===== src/rtl/mdio_master.sv =====
`timescale 1ns/1ps
module mdio_master #(
  parameter int PRE_LEN = 32
) (
  input  logic        clk,
  input  logic        rst_n,
  input  logic        reg_wr,
  input  logic        reg_addr,
  input  logic [31:0] reg_wdata,
  output logic [31:0] reg_rdata,
  output logic        mdc,
  output logic        mdio_o,
  output logic        mdio_oe,
  input  logic        mdio_i
);
  localparam int FL = PRE_LEN + 32;
  localparam int BW = $clog2(FL);
  localparam logic [BW-1:0] OE_OFF = BW'(PRE_LEN + 13);
  localparam logic [BW-1:0] TA_2ND = BW'(PRE_LEN + 15);
  localparam logic [BW-1:0] DAT_0  = BW'(PRE_LEN + 16);
  localparam logic [BW-1:0] LAST   = BW'(FL - 1);

  logic          cfg_c22, cfg_free;
  logic [7:0]    cfg_div;
  logic [1:0]    c_op;
  logic [4:0]    c_phy, c_reg;
  logic [15:0]   c_data;
  logic          busy, fail;
  logic          live, rd, ta_bad, oe_r;
  logic [BW-1:0] bitn;
  logic [FL-1:0] sr;
  logic [15:0]   shin;
  logic [7:0]    cnt;

  wire run    = cfg_free | busy;
  wire tick   = run && (cnt >= cfg_div);
  wire rise   = tick && !mdc;
  wire fall   = tick && mdc;
  wire wr_cmd = reg_wr && !reg_addr;
  wire wr_cfg = reg_wr && reg_addr;
  wire zero   = wr_cmd && (reg_wdata == 32'd0);
  wire rd_w   = cfg_c22 ? (reg_wdata[27:26] == 2'd2) : reg_wdata[27];
  wire [FL-1:0] frame_w = {{PRE_LEN{1'b1}}, 1'b0, cfg_c22, reg_wdata[27:16],
                           rd_w ? 2'b11 : 2'b10, rd_w ? 16'hFFFF : reg_wdata[15:0]};
  wire unused_bits = ^{reg_wdata[31:30], reg_wdata[28]};

  assign reg_rdata = reg_addr ? {18'd0, cfg_free, 1'b0, cfg_div, 3'd0, cfg_c22}
                              : {2'd0, busy, fail, c_op, c_phy, c_reg, c_data};
  assign mdio_o  = sr[FL-1];
  assign mdio_oe = oe_r;

  always_ff @(posedge clk or negedge rst_n)
    if (!rst_n) begin
      cfg_c22 <= 1'b0; cfg_free <= 1'b0; cfg_div <= 8'd0;
    end else if (wr_cfg) begin
      cfg_c22 <= reg_wdata[0]; cfg_div <= reg_wdata[11:4]; cfg_free <= reg_wdata[13];
    end

  always_ff @(posedge clk or negedge rst_n)
    if (!rst_n) begin
      cnt <= 8'd0; mdc <= 1'b0;
    end else if (!run) begin
      cnt <= 8'd0; mdc <= 1'b0;
    end else if (tick) begin
      cnt <= 8'd0; mdc <= ~mdc;
    end else
      cnt <= cnt + 8'd1;

  always_ff @(posedge clk or negedge rst_n)
    if (!rst_n) begin
      c_op <= '0; c_phy <= '0; c_reg <= '0; c_data <= '0;
      busy <= 1'b0; fail <= 1'b0; live <= 1'b0; rd <= 1'b0; ta_bad <= 1'b0;
      oe_r <= 1'b0; bitn <= '0; sr <= '1; shin <= '0;
    end else if (zero) begin
      c_op <= '0; c_phy <= '0; c_reg <= '0; c_data <= '0;
      busy <= 1'b0; fail <= 1'b0; live <= 1'b0; oe_r <= 1'b0;
    end else if (wr_cmd && !busy) begin
      c_op <= reg_wdata[27:26]; c_phy <= reg_wdata[25:21];
      c_reg <= reg_wdata[20:16]; c_data <= reg_wdata[15:0];
      fail <= 1'b0;
      if (reg_wdata[29]) begin
        busy <= 1'b1; sr <= frame_w; rd <= rd_w; ta_bad <= 1'b0;
        bitn <= '0; live <= !run; oe_r <= !run;
      end
    end else if (busy && !live) begin
      if (fall) begin
        live <= 1'b1; oe_r <= 1'b1;
      end
    end else if (busy) begin
      if (rise && rd) begin
        if (bitn == TA_2ND) ta_bad <= mdio_i;
        if (bitn >= DAT_0) shin <= {shin[14:0], mdio_i};
      end
      if (fall) begin
        if (bitn == LAST) begin
          busy <= 1'b0; live <= 1'b0; oe_r <= 1'b0;
          if (rd) begin
            if (ta_bad) fail <= 1'b1;
            else c_data <= shin;
          end
        end else begin
          sr <= {sr[FL-2:0], 1'b1};
          bitn <= bitn + 1'b1;
          if (rd && bitn == OE_OFF) oe_r <= 1'b0;
        end
      end
    end


  mdio_edge_chk: assert property (@(posedge clk) disable iff (!rst_n)
    (busy && $past(busy) && $past(live) && !$stable(mdio_o)) |-> (!mdc && $past(mdc)));

  read_release_chk: assert property (@(posedge clk) disable iff (!rst_n)
    (busy && live && rd && bitn > OE_OFF) |-> !mdio_oe);

  fail_at_end_chk: assert property (@(posedge clk) disable iff (!rst_n)
    $rose(fail) |-> $fell(busy));

  abort_clear_chk: assert property (@(posedge clk) disable iff (!rst_n)
    zero |=> (!busy && !fail && !mdio_oe));

  mdc_parked_chk: assert property (@(posedge clk) disable iff (!rst_n)
    (!cfg_free && !busy) |=> !mdc);

  busy_hold_chk: assert property (@(posedge clk) disable iff (!rst_n)
    (busy && wr_cmd && !zero && !(fall && bitn == LAST)) |=> (busy && $stable(c_phy) && $stable(c_op)));
endmodule


===== config.mk =====
export PLATFORM = sky130hd
export DESIGN_NAME = mdio_master
export DESIGN_NICKNAME = d
export VERILOG_FILES = /design/src/rtl/mdio_master.sv
export SDC_FILE = /design/constraint.sdc
export NUM_CORES = 1
export LEC_CHECK = 0
export ABC_CLOCK_PERIOD_IN_PS = 3300
export BUFFER_PORTS_ARGS = -buffer_cell sky130_fd_sc_hd__buf_2
export CORE_ASPECT_RATIO = 0.5
export CORE_MARGIN = 8
export CORE_UTILIZATION = 45
export DETAILED_ROUTE_END_ITERATION = 12
export GPL_TIMING_DRIVEN = 0
export PLACE_DENSITY = 0.66
export SYNTH_ARGS = -nofsm -noshare
export SYNTH_HDL_FRONTEND = slang
export SYNTH_SLANG_ARGS = --single-unit
export TNS_END_PERCENT = 100

===== constraint.sdc =====
create_clock -name clk -period 3.3 [get_ports clk]
set_input_delay 0.33 -clock clk [delete_from_list [all_inputs] [get_ports clk]]
set_output_delay 0.33 -clock clk [all_outputs]
set_load 0.05 [all_outputs]

==> reports/results.ini <==
[global_routing]
grt_util_met1=0.2375
antenna_found_initial=0
grt_util_met2=0.2971
grt_pass1_wl_mm=27.41
use_met3=0.03952
busiest_layer=met2
grt.total_usage=0.1806
grt_pass1_vias=5333
gr-total-overflow=0
grt_max_degree=86

[routing]
viasPerCell=5.407
drc=0
drtIter0Drc=445
ant_nets=0
drt_wl_total_mm=16.67
drt_pass1_iterations=5
vias=5212
routedWlPerCell_um=17.29

[clock_network]
root_buffer=clkbuf_16
clkLatencyLatePin_ns=0.42
cts_sinks=139
numCtsBuffers=17
post_cts_buffers=0
cts_tree=done
clk_pin_slew_ns=0.06
ctsHtreeMaxLevel=4
clockBufferDepth=2

[timing]
skew_ns=0.008129
rsz0062_at_grt=no
fmaxAchievable_ghz=0.3476
tightest_slew_ns=0.7275
maxSlewHeadroom=0.5025
fin_crit_sh=0.8718
hold_viol=0
min_period_ns=2.877
setup-violations-final=0
hold_slack_ns=0.1658
tns_ns=0
finalMaxSlewViolations=0

[place]
gp_congestion=0.8580
portBuffers=69
dpl.hpwl_mm=11.64

[critical_path]
critical_path_arrival_ns=3.16
crit_family=compound AO/OA/AOI/OAI gates
critPathLaunchType=flip-flop
worst_path_largest_cell_delay_ns=0.69
cpMaxStageDelayCell=a2111oi_0
worst-path-buf-inv=3
endpoint_kind=flip-flop
cp.required_ns=3.58
cp_cell_sequence=inv_1 > ha_1 > nand2b_1 > a2111oi_0 > o31ai_1 > nand4b_1 > buf_2 > buf_4 > mux2i_1 > o21ai_0
cp_max_fo=10
path_class=reg2reg

[power]
power.internal_mw=4.085
clockPowerShare=0.324
power_frac_comb=0.217
p_switching_mw=1.852
vdd_drop_max_v=0.0004226
swShare=0.3120
seqPwrFrac=0.459
power.density_nw_per_um2=760.3
leakagePower_nw=3.587

[yosys]
synthXorXnorAreaFrac=0.009317
synthArstFlopShare=1.000
synth-seq-cells=139
netlist_area_sq_um=6580
synth_top_area_cell=dfrtp_1
muxShareOfSynthArea=0.08595
synth_top_family_by_area=simple AND/OR/NAND/NOR gates
yosysSeqAreaShare=0.5408
synthCells=662
synth_area_leaders=dfrtp_1, dfstp_2, nand2_1
yosysWarnings=0
ys.flop_type=dfrtp_1
synth_top_area_share=0.2852
synth_compound_area_frac=0.1299
yosys.cell_types.count=47
synth_edf_count=0
postSynthAreaPerCell_sq_um=9.940
synth-simple-area-share=0.1734
post_synth_fa_ha_maj_area_fraction=0.02092

[final_layout]
multi_input_area_sq_um=2768
largest_register_ff_count=64
syn2layout_area_growth_pct=18.67
layout-drive-gt1-share=0.3029
regMostFlops=sr
fillers=1281
fin_util=0.5426
reg.largest.list=sr x64, c_data x16, shin x16
diodes=0
nets=801
seq_area_sq_um=3558

[floorplanning]
initial_utilization=0.4573
die_h_um=101.5
die_w_um=187.0
core_area_sq_um=14390
rows=31
die-area_sq_um=18980
ios=72

[run_status]
outcome=finished, final reports clean

[run]
maxCapViolations=0

[worst_hold_path]
hp-class=in2reg

[stage by stage]
stage,area (sq um),worst slack [ns],instances,power (mW)
6_report,7809,0.4230,964,5.937
5_1_grt,7809,0.2008,964,6.273
4_1_cts,7809,0.4179,964,5.962
3_5_place_dp,7211,0.4396,931,4.026
3_3_place_gp,7177,-0.02091,930,3.961
2_1_floorplan,6584,0.8271,663,3.641
[final cells by class]
type,count,area share
inverters,11,0.005288
clock inverters,10,0.01458
clock buffers,22,0.06073
plain buffers,43,0.02772
well taps,198,0.03173
flip-flops and latches,139,0.4557
repair buffers,71,0.04983
multi-input cells,470,0.3544
[cell families after synthesis]
| kind of cell | count (synthesis) |
|---|---|
| AND/OR/NAND/NOR | 255 |
| other | 1 |
| buffers and inverters | 54 |
| adder cells (fa/ha/maj) | 11 |
| flip-flops | 139 |
| AO/OA/AOI/OAI | 143 |
| multiplexers | 52 |
| XOR/XNOR | 7 |
[tightest hold or removal path: cells and delay by family]
kind | cells | cell delay (ns)
compound gates | 1 | 0.08
buf+inv | 1 | 0.11
simple gates | 1 | 0.07
[layer usage]
layer | share of wire | routed length [um]
met5 | 0 | 0
met4 | 0.013 | 214
met3 | 0.050 | 828
met2 | 0.46 | 7706
met1 | 0.48 | 7921
[power groups by stage]
| stage | clock network, mW | registers, mW | logic, mW |
|---|---|---|---|
| 4_1_cts | 1.95 | 2.72 | 1.29 |
| 3_5_place_dp | 0 | 2.74 | 1.28 |
| 3_3_place_gp | 0 | 2.72 | 1.24 |
| 5_1_grt | 2.02 | 2.79 | 1.47 |
| 6_report | 1.92 | 2.73 | 1.29 |
| 2_1_floorplan | 0 | 2.72 | 0.926 |
[path summary, 6_finish.rpt]
path                                    start        end  slack (ns)  cells past startpoint
worst max-delay path                   cnt[0]  c_data[7]        0.42                     10
worst min-delay path            reg_wdata[21]     sr[23]        0.17                      3
min in group asynchronous               rst_n   c_reg[1]        0.45                      2
worst max register to register         cnt[0]  c_data[7]        0.42                     10
worst min register to register         sr[46]     sr[46]        0.45                      2
max in group asynchronous               rst_n      sr[4]        2.04                      3
[what timing repair did]
item,CTS,global route
gates resized for setup,0,0
hold endpoints to repair,36,0
hold buffers,1,0
[Yosys cell counts, types with 2 or more instances]
master      n
nand2_1   155
or2_2       2
buf_2      14
mux2_2     36
nand3_1    13
a31oi_1    18
nand4_1     5
a21oi_1    22
o21ai_0    74
ha_1       11
dfrtp_1    75
o21a_1      2
nor4_1      9
clkbuf_1   18
nor3_1      2
a31oi_4     2
o22ai_1    15
and3_1      4
inv_1      11
dfstp_2    64
buf_1       3
xnor2_1     3
buf_6       2
nor2_1     33
buf_4       6
xor2_1      4
nor2b_1    21
mux2i_1    16
nand2b_1    4
[placed cells by master, fill, tap and decap left out, types with 17 or more instances in the layout]
| cell type | instances |
|---|---|
| a21oi_1 | 22 |
| nor2b_1 | 21 |
| nor2_1 | 33 |
| dfrtp_1 | 75 |
| mux2_2 | 36 |
| dfstp_2 | 64 |
| nand2_1 | 155 |
| a31oi_1 | 18 |
| clkbuf_16 | 17 |
| buf_2 | 82 |
| o21ai_0 | 74 |
| clkbuf_1 | 20 |
(Power assumes the default switching activity.)
